[src/rtl/dps_pkg.sv]
package dps_pkg;
   typedef struct packed {
      logic [31:0] res;
      logic        carry;
      logic        undef;
   } dps_out_t;
endpackage

[src/rtl/dps_wide_path.sv]
module dps_wide_path #(
   parameter int W    = 32,
   parameter int SH_W = 5
) (
   input  logic [W-1:0]    a,
   input  logic [W-1:0]    b,
   input  logic [SH_W-1:0] c,
   input  logic            right,
   output logic [W-1:0]    res,
   output logic            carry
);
   // One guard bit beyond the funnel catches the last bit shifted out.
   logic [2*W:0] lft;
   logic [2*W:0] rgt;

   always_comb begin
      lft = {1'b0, a, b} << c;
      rgt = {b, a, 1'b0} >> c;
      if (right) begin
         res   = rgt[W:1];
         carry = rgt[0];
      end else begin
         res   = lft[2*W-1:W];
         carry = lft[2*W];
      end
   end
endmodule

[src/rtl/dps_narrow_path.sv]
module dps_narrow_path #(
   parameter int N    = 16,
   parameter int SH_W = 5
) (
   input  logic [N-1:0]    a,
   input  logic [N-1:0]    b,
   input  logic [SH_W-1:0] c,
   input  logic            right,
   output logic [N-1:0]    res,
   output logic            carry,
   output logic            undef
);
   localparam int XW = 2 * N;

   logic [XW-1:0]   x;
   logic [2*XW-1:0] rl;
   logic [2*XW-1:0] rr;

   // Rotate {src,dst} by the full reduced count; counts past N swap halves.
   always_comb begin
      x  = {b, a};
      rl = {x, x} << c;
      rr = {x, x} >> c;
      if (right) begin
         res   = rr[N-1:0];
         carry = rr[XW-1];
      end else begin
         res   = rl[XW+N-1:XW];
         carry = rl[XW+N];
      end
      undef = (c > SH_W'(N - 1));
   end
endmodule

[src/rtl/dps_unit.sv]
module dps_unit #(
   parameter int WIDE_W    = 32,
   parameter int NARROW_W  = 16,
   parameter int CNT_W     = 8,
   parameter bit NARROW_EN = 1'b1
) (
   input  logic              clk,
   input  logic              rst_n,
   input  logic              in_valid,
   input  logic              op_wide,
   input  logic              op_right,
   input  logic [WIDE_W-1:0] dst_in,
   input  logic [WIDE_W-1:0] src_in,
   input  logic [CNT_W-1:0]  count_in,
   input  logic              carry_in,
   output logic              out_valid,
   output logic [WIDE_W-1:0] res_out,
   output logic              carry_out,
   output logic              undef_out
);
   import dps_pkg::*;

   localparam int SH_W = $clog2(WIDE_W);

   if (WIDE_W != 2 * NARROW_W) begin : g_bad_ratio
      $error("dps_unit: WIDE_W must be twice NARROW_W");
   end
   if (CNT_W < SH_W) begin : g_bad_cnt
      $error("dps_unit: CNT_W too small for WIDE_W");
   end
   if (WIDE_W != 32) begin : g_bad_pkg
      $error("dps_unit: package result type is 32 bits wide");
   end

   logic [SH_W-1:0]     c;
   logic [WIDE_W-1:0]   w_res;
   logic                w_cy;
   logic [NARROW_W-1:0] n_res;
   logic                n_cy;
   logic                n_undef;
   dps_out_t            nxt;

   assign c = count_in[SH_W-1:0];

   dps_wide_path #(.W(WIDE_W), .SH_W(SH_W)) u_wide (
      .a(dst_in), .b(src_in), .c(c), .right(op_right),
      .res(w_res), .carry(w_cy)
   );

   if (NARROW_EN) begin : g_narrow
      dps_narrow_path #(.N(NARROW_W), .SH_W(SH_W)) u_narrow (
         .a(dst_in[NARROW_W-1:0]), .b(src_in[NARROW_W-1:0]), .c(c),
         .right(op_right), .res(n_res), .carry(n_cy), .undef(n_undef)
      );
   end else begin : g_no_narrow
      assign n_res   = '0;
      assign n_cy    = 1'b0;
      assign n_undef = 1'b0;
   end

   always_comb begin
      if (op_wide) begin
         nxt.res   = w_res;
         nxt.carry = w_cy;
         nxt.undef = 1'b0;
      end else begin
         nxt.res   = {{(WIDE_W-NARROW_W){1'b0}}, n_res};
         nxt.carry = n_cy;
         nxt.undef = n_undef;
      end
      if (c == '0) nxt.carry = carry_in;
   end

   always_ff @(posedge clk) begin
      if (!rst_n) begin
         out_valid <= 1'b0;
         res_out   <= '0;
         carry_out <= 1'b0;
         undef_out <= 1'b0;
      end else begin
         out_valid <= in_valid;
         if (in_valid) begin
            res_out   <= nxt.res;
            carry_out <= nxt.carry;
            undef_out <= nxt.undef;
         end
      end
   end
endmodule

[config.mk]
export PLATFORM = sky130hd
export DESIGN_NAME = dps_unit
export DESIGN_NICKNAME = d
export VERILOG_FILES = /design/src/rtl/dps_pkg.sv /design/src/rtl/dps_wide_path.sv /design/src/rtl/dps_narrow_path.sv /design/src/rtl/dps_unit.sv
export SDC_FILE = /design/constraint.sdc
export NUM_CORES = 1
export LEC_CHECK = 0
export ABC_CLOCK_PERIOD_IN_PS = 2900
export BUFFER_PORTS_ARGS = -buffer_cell sky130_fd_sc_hd__buf_2
export CORE_UTILIZATION = 35
export DETAILED_ROUTE_END_ITERATION = 6
export GPL_ROUTABILITY_DRIVEN = 0
export SLEW_MARGIN = 20
export SYNTH_ARGS = -nofsm -noshare
export SYNTH_HDL_FRONTEND = slang
export SYNTH_SLANG_ARGS = --single-unit
[constraint.sdc]
create_clock -name clk -period 2.9 [get_ports clk]
set_input_delay 0.58 -clock clk [delete_from_list [all_inputs] [get_ports clk]]
set_output_delay 0.58 -clock clk [all_outputs]
set_load 0.005 [all_outputs]
Word-level counts from Yosys, hierarchy flattened
Index checks and enable logic that the tools add are counted.

cells by class
  shift-type cells = 4
  reduce and logical (&&, ||, !) cells = 1
  magnitude comparators = 1
  mux-type cells = 6

operators with widths
  kind                count
  $shl 64x5->65       1
  $shr 65x5->33       1
  $shl 64x5->49       1
  $shr 64x5->32       1
  $mux 34             1
  $mux 32             1
  $mux 16             1
  $gt 5x4->1 const B  1
  $logic_not 5->1     1
  $mux 1              3

word-level totals
  output and inout bits = 35
  register bits = 35
  word-level logic and storage cells = 16

Longest topological paths before layout
Gate-level depths: netlist (run 1).

  depth after elaboration = 4
  mapped depth = 11

Modules after synthesis
A second synthesis (run 1) with hierarchy kept.

unflattened totals
  cells, all modules = 1386
  area total of the unflattened synthesis = 13574.3 sq um

modules (own cells, without submodules)
  module           area an instance (sq um)  cells each  times used
  dps_wide_path    7846.3                    769         1
  dps_narrow_path  4219.0                    461         1
  dps_unit         1508.9                    156         1

Least setup slack after synthesis (run 1)
Ideal clock, no wire load.

  kind = input port to flip-flop
  start = in count_in[1]
  end = reg res_out[5]
  required time = 2773 ps
  setup time = 127 ps
  setup slack = 211 ps
  data arrival time = 2563 ps
  cell stages on the path = 9
  path through = buf_6 -> buf_8 -> buf_2 -> mux4_2 -> mux4_2 -> a21oi_1 -> o21ai_0 -> o221ai_1 -> o41ai_1

on the way
  word-level cells in the longest chain between the ends = 3
  elaborated cells between the ends (all ways) = 7

ends and longest elaborated chain
  what                                       RTL line                                    text
  start: declaration                         dps_unit.sv:14                              input logic [CNT_W-1:0] count_in,
  $shl 64x5->49 (tied with other cells)      dps_narrow_path.sv:22                       rl = {x, x} << c;
  $mux 16 / $mux 32 (equally long branches)  dps_narrow_path.sv:24, dps_wide_path.sv:19
  $mux 34 *                                  dps_unit.sv:62                              if (op_wide) begin
  end signal: assignment                     dps_unit.sv:83                              res_out <= nxt.res;
  end: declaration                           dps_unit.sv:17                              output logic [WIDE_W-1:0] res_out,

Mark *: on every way between the ends. The rest lies on a longest branch, timed or not.
A chain may end at the register's enable or synchronous reset.

Final worst setup path (run 1)
  start = in count_in[0]
  end = reg res_out[2]

Same word-level chain as after synthesis.

==> metrics, run 1 <==
synthesized area per cell 10.1 sq um; CTS root buffer clkbuf_16; Global Route Usage Sum 0.302; worst-case clock buffer depth 2; Seq cells post-synth 35; Initial Utilization 0.360; final worst slack -33.7 ps; CP most frequent cell buf_4; antenna cells 0; port buffer count 109; drt wl/cell slightly below 30 microns; Detailed Place HPWL 35000 microns; synth top area cells mux4_2 34%, mux2i_1 11%, mux4_1 7.0%; Synth top area share 0.343; die height 172 microns; critical path's largest stage delay 880 ps; Leakage roughly 5 nW; crit path cell chain buf_4 -> inv_2 -> buf_4 -> mux2_2 -> nand2_1 -> and3_1 -> a2111oi_0 -> buf_4 -> o31a_1; vias in the first global route 10000; met2 Usage GRT 0.429; Worst setup SP type input port; via count 10800; Post-synth top cells 154 x mux4_2, 113 x nand2_1, 107 x mux2i_1; H-Tree Level Count 2; layout cell share with drive strength beyond 1 0.448; fin crit share 1.01; EDFF count, synth 0; clock skew 0 ps; required time worst endpoint 3140 ps; setup TNS -33.7 ps; IO Count 113; CP arrival around 3200 ps; FFs w/ async S/R, synth 0; final-layout fill cell count 2796; Yosys warnings 0; Reg clk slew, reported paths 60 ps; failing checks negative setup slack; global route hottest layer met2; DR pass1 iterations 7; 1st-iter DRT viols 1952; CP Max Fanout 20; Die Area approximately 30000 sq um; RSZ-0062 raised after global routing no; met3 Use GR 0.0918; syn_nets about 1100; leading area contributor after synthesis mux4_2; register area share after synthesis 0.0693; core box area 28100 sq um; Die X roughly 170 microns; clk sink count 35; Post-Syn Instances between 1000 and 1500; number of library cell types mapped by synthesis 72; TritonCTS clock tree built; status complete, but fails checks; first-pass GRT wire length 65400 microns; antenna violations before repair 0; Slew HR 0.310; Pwr Density 298 nW/um^2; Final Slew Violations 0; post-DR vias/cell ~7.0; # rows 61; Layout Nets 1250; Fin. Hold Viols 0; GRT met1 Usage 0.422; Setup Crit Path Kind in -> reg; crit path capture type flop; GRT overflow 0; remaining antenna violation count 0; CTS Buf Count 5; Final setup violation count 1; Syn Std Cell Area 10100 sq um; fmax 341 MHz; most common cell in the netlist mux4_2; predominant post-synthesis flop cell dfxtp_1; Max Cap Viol 0; Slew @ Worst Pin 1010 ps; Post-Route WL around 45000 microns; min cycle time layout 2930 ps; drt drc 0; crit path max-delay cell type a2111oi_0; VDD IR max 199 uV; pre-CTS WS -249 ps; Hold WC Path Type reg -> reg; largest net degree at the start of global routing between 80 and 90; area delta synth->final 20.0%; Worst-Skew Late Latency 290 ps
-- path summary, 6_finish.rpt --
| path | slack (ps) | to | start | cells after the start |
|---|---|---|---|---|
| setup / recovery | -30 | res_out[2] | count_in[0] | 9 |
| setup reg to reg | 1570 | res_out[4] | res_out[4] | 4 |
| hold / removal | 450 | res_out[20] | res_out[20] | 1 |
| hold reg to reg | 450 | res_out[20] | res_out[20] | 1 |
-- cell families after synthesis --
kind of cell | synth area share
AO/OA/AOI/OAI | 0.148
buffers and inverters | 0.0768
AND/OR/NAND/NOR | 0.117
flip-flops | 0.0693
multiplexers | 0.589
-- worst max-delay path: cells and delay by family --
kind | cells | cell delay [ps]
and+or+nand+nor | 2 | 250
AOI/OAI and AO/OA | 2 | 1010
muxes | 1 | 290
buffers and inverters | 4 | 1020
-- flip-flops by register name, indices dropped and copies added (netlist names) --
name / cells
undef_out: 1
out_valid: 1
carry_out: 1
res_out: 32
-- area by class of cell --
class	count	area (sq um)	share of cell area
Clock buffer	5	125	0.0103
Tap cell	378	473	0.0390
Timing Repair Buffer	290	2120	0.175
Inverter	13	48.8	0.00402
Multi-Input combinational cell	827	8640	0.712
Clock inverter	3	20.0	0.00165
Sequential cell	35	701	0.0577
-- metrics by stage --
stage	total power, mW	hold slack (ps)	instance area (sq um)	utilization	instances
after floorplan	1.97	444	10100	-	1006
after global placement	2.93	434	12000	0.426	1543
after detailed placement	2.95	442	12000	0.426	1543
after CTS	3.50	456	12100	0.432	1551
after global routing	3.72	474	12100	0.432	1551
final	3.61	451	12100	0.432	1551
-- power breakdown --
group,internal (mW),switching [mW]
clock network,0.317,0.230
logic,1.15,1.37
registers,0.521,0.0226
total,1.99,1.62
-- cells in the final DEF, fill, tap and decap left out, types with 4 or more instances in the layout --
master	instances
a21oi_1	38
nand3_1	18
nand2b_1	9
a221oi_1	5
buf_4	168
mux2i_1	106
mux4_2	154
a21o_1	8
buf_12	16
o41ai_1	4
a211oi_1	12
mux2_4	5
inv_1	8
a2bb2oi_1	4
a22o_1	4
nand4_1	6
o2111ai_1	5
a32o_1	4
and3_1	5
inv_2	4
o21ai_0	31
o311a_1	5
buf_2	105
nor3_1	20
a311oi_1	5
o22ai_1	18
dfxtp_1	35
mux4_1	27
o221ai_1	8
clkbuf_16	5
nor2_1	69
nor2b_1	8
o2bb2ai_1	4
a311o_1	5
and2_1	7
mux2_2	56
nand2_1	113
o211ai_1	10
-- per-layer routing --
layer,up-vias,wire (microns)
met4,0,2380
met1,5200,17100
met2,991,18400
met5,-,0
li1,4443,-
met3,193,6960
-- repair_timing --
action | CTS | global route
resized for setup | 0 | 3
setup buffers | 0 | 0
endpoints found under the setup margin | 0 | 3
hold endpoints to repair | 0 | 0
hold buffers | 0 | 0
Power figures use the tool's default switching activity.
==> run 2: changes to the inputs <==
--- a/config.mk
+++ b/config.mk
@@ -9,2 +9,3 @@
 export BUFFER_PORTS_ARGS = -buffer_cell sky130_fd_sc_hd__buf_2
+export CORE_MARGIN = 5
 export CORE_UTILIZATION = 35
==> constraint.sdc (replaced) <==
create_clock -name clk -period 2.9 [get_ports clk]
set_input_delay 0.29 -clock clk [delete_from_list [all_inputs] [get_ports clk]]
set_output_delay 0.29 -clock clk [all_outputs]
set_load 0.005 [all_outputs]
==> run 2 against run 1 <==
Net effect: hold slack better by 1.0 ps; final area down 5.2%; the flow now finishes without violations; die area up 9.5%; clock-buffer cell count unchanged; global-route usage down 4.6 points; largest cell class unchanged; core utilization down 3.0 points; clock power up 15%; critical endpoint is now res_out[12]; maximum frequency up 4.4%; critical path depth unchanged.
==> metrics, run 2 (synthesis gave the netlist of run 1 again) <==
TritonCTS clock tree built; Final setup violation count 0 (-1); Fin. Hold Viols 0 (unchanged); remaining antenna violation count 0 (unchanged); layout cell share with drive strength beyond 1 0.405 (-0.0421); antenna cells 0 (unchanged); clock skew 0 ps (unchanged); 1st-iter DRT viols 1996 (+2.3%); Reg clk slew, reported paths 60 ps (about the same); worst-case clock buffer depth 2 (unchanged); Global Route Usage Sum 0.256 (-0.0460); Sw Share 0.445 (-0.00431); DR pass1 iterations 7 (unchanged); Hold WC Path Type reg -> reg; H-Tree Level Count 2 (unchanged); Layout Nets 1172 (-6.2%); Largest Register res_out; Setup Crit Path Kind in -> reg; Die X 180 microns (+4.7%); post-cts sizing count 0 (unchanged); vias in the first global route 9547 (-5.0%); core box area 28600 sq um (+1.9%); fmax 356 MHz (+4.4%); combinational share of power 0.665 (-0.033); Endpoint, Worst Hold res_out[20]; crit path capture type flop; RSZ-0062 raised after global routing no; drt drc 0 (unchanged); Slew @ Worst Pin 883 ps (-125 ps); Clock power frac 0.180 (+0.029); Hold WS 452 ps (+1.04 ps); via count 10500 (-3.2%); setup TNS 0 ps (+33.7 ps); post-DR vias/cell 7.09 (+1.6%); CTS Hold Buffers Added 0 (unchanged); status completed; Seq pwr share 0.155 (+0.005); pre-CTS WS -48.4 ps (+201 ps); Detailed Place HPWL 33800 microns (-3.4%); final worst slack 91.1 ps (+125 ps); R2R cell count 3 (-1); GRT overflow 0 (unchanged); CTS Buf Count 5 (unchanged); CP arrival 2980 ps (-200 ps); IO Count 113 (unchanged); Worst R2R End res_out[9]; post-CTS setup buffer count 0 (unchanged); antenna violations before repair 1 (+1); die height 180 microns (+4.7%); required time worst endpoint 3070 ps (-70 ps); clk sink count 35 (unchanged); Sw Pwr 1.56 mW (-3.9%); Max Cap Viol 0 (unchanged); drt wl/cell 29.5 microns (+2.0%); CP Max Fanout 32 (+60%); Initial Utilization 0.353 (-0.00677); Worst setup SP type input port; Die Area 32400 sq um (+9.5%); min cycle time layout 2810 ps (-125 ps); Int Pwr 1.95 mW (-2.2%); Slew HR 0.403 (+0.0930); Worst Hold Path Cells 1 (unchanged); # rows 62 (+1.6%); Critical R2R Launch res_out[9]; commonest non-fill, non-tap cell in the layout mux4_2; CTS root buffer clkbuf_16; commonest non-fill, non-tap cells in the layout 154 x mux4_2, 113 x nand2_1, 107 x mux2i_1; port buffer count 109 (unchanged); largest net degree at the start of global routing 87 (unchanged); max reg flops 32 (unchanged); first-pass GRT wire length 64500 microns (-1.4%); R2R Setup Slk 1570 ps (about the same); Leakage 4.55 nW (-7.7%); min-delay src res_out[20]; area delta synth->final 13.8%; Pwr Density 305 nW/um^2 (+2.3%); Post-Route WL 43600 microns (-2.7%); Worst-Skew Late Latency 290 ps (about the same); VDD IR max 195 uV (-1.6%); Final Slew Violations 0 (unchanged); fin crit share 0.969 (-0.0431)
-- run 2: worst max-delay path by stage --
stage	to	startpoint	depth (start not counted)	slack (ps)
after floorplan	res_out[5]	count_in[1]	9	500
after global placement	res_out[12]	count_in[1]	9	-30
after detailed placement	res_out[12]	count_in[1]	9	-50
after CTS	res_out[12]	count_in[1]	9	250
after global routing	res_out[12]	count_in[1]	9	80
final	res_out[12]	count_in[1]	9	90
-- run 2: layout make-up --
class | instances | area (sq um)
fillers | 2809 | 17100
multi-input cells | 827 | 8630
repair buffers | 212 | 1470
flip-flops and latches | 35 | 701
well taps | 384 | 480
clock buffers | 5 | 125
inverters | 13 | 48.8
clock inverters | 3 | 43.8
-- run 2: power by group through the flow --
stage	clock [mW]	sequential [mW]	combinational [mW]
3_5_place_dp	0	0.556	2.22
6_report	0.630	0.545	2.33
2_1_floorplan	0	0.554	1.42
5_1_grt	0.655	0.550	2.41
4_1_cts	0.634	0.546	2.23
3_3_place_gp	0	0.556	2.21
-- run 2: per-layer routing --
| layer | track usage | vias up | part of all wire |
|---|---|---|---|
| li1 | - | 4276 | - |
| met1 | 0.367 | 5078 | 0.39 |
| met2 | 0.372 | 974 | 0.42 |
| met3 | 0.0786 | 157 | 0.15 |
| met4 | 0.0792 | 0 | 0.045 |
| met5 | 0 | - | 0 |
-- run 2: stage by stage --
stage                     instance area, sq um  cells   util  power [mW]
after global placement                   11300   1471  0.396        2.77
final                                    11500   1479  0.402        3.51
after detailed placement                 11300   1471  0.396        2.78
after floorplan                          10100   1006      -        1.97
after global routing                     11500   1479  0.402        3.62
after CTS                                11500   1479  0.402        3.41
-- run 2: worst max-delay path, stage by stage --
cell	delay, ps
clkbuf_8	300
buf_4	290
mux4_2	560
mux2_2	280
mux2i_1	310
o21ai_0	130
a211oi_1	560
buf_4	200
nor3_1	40
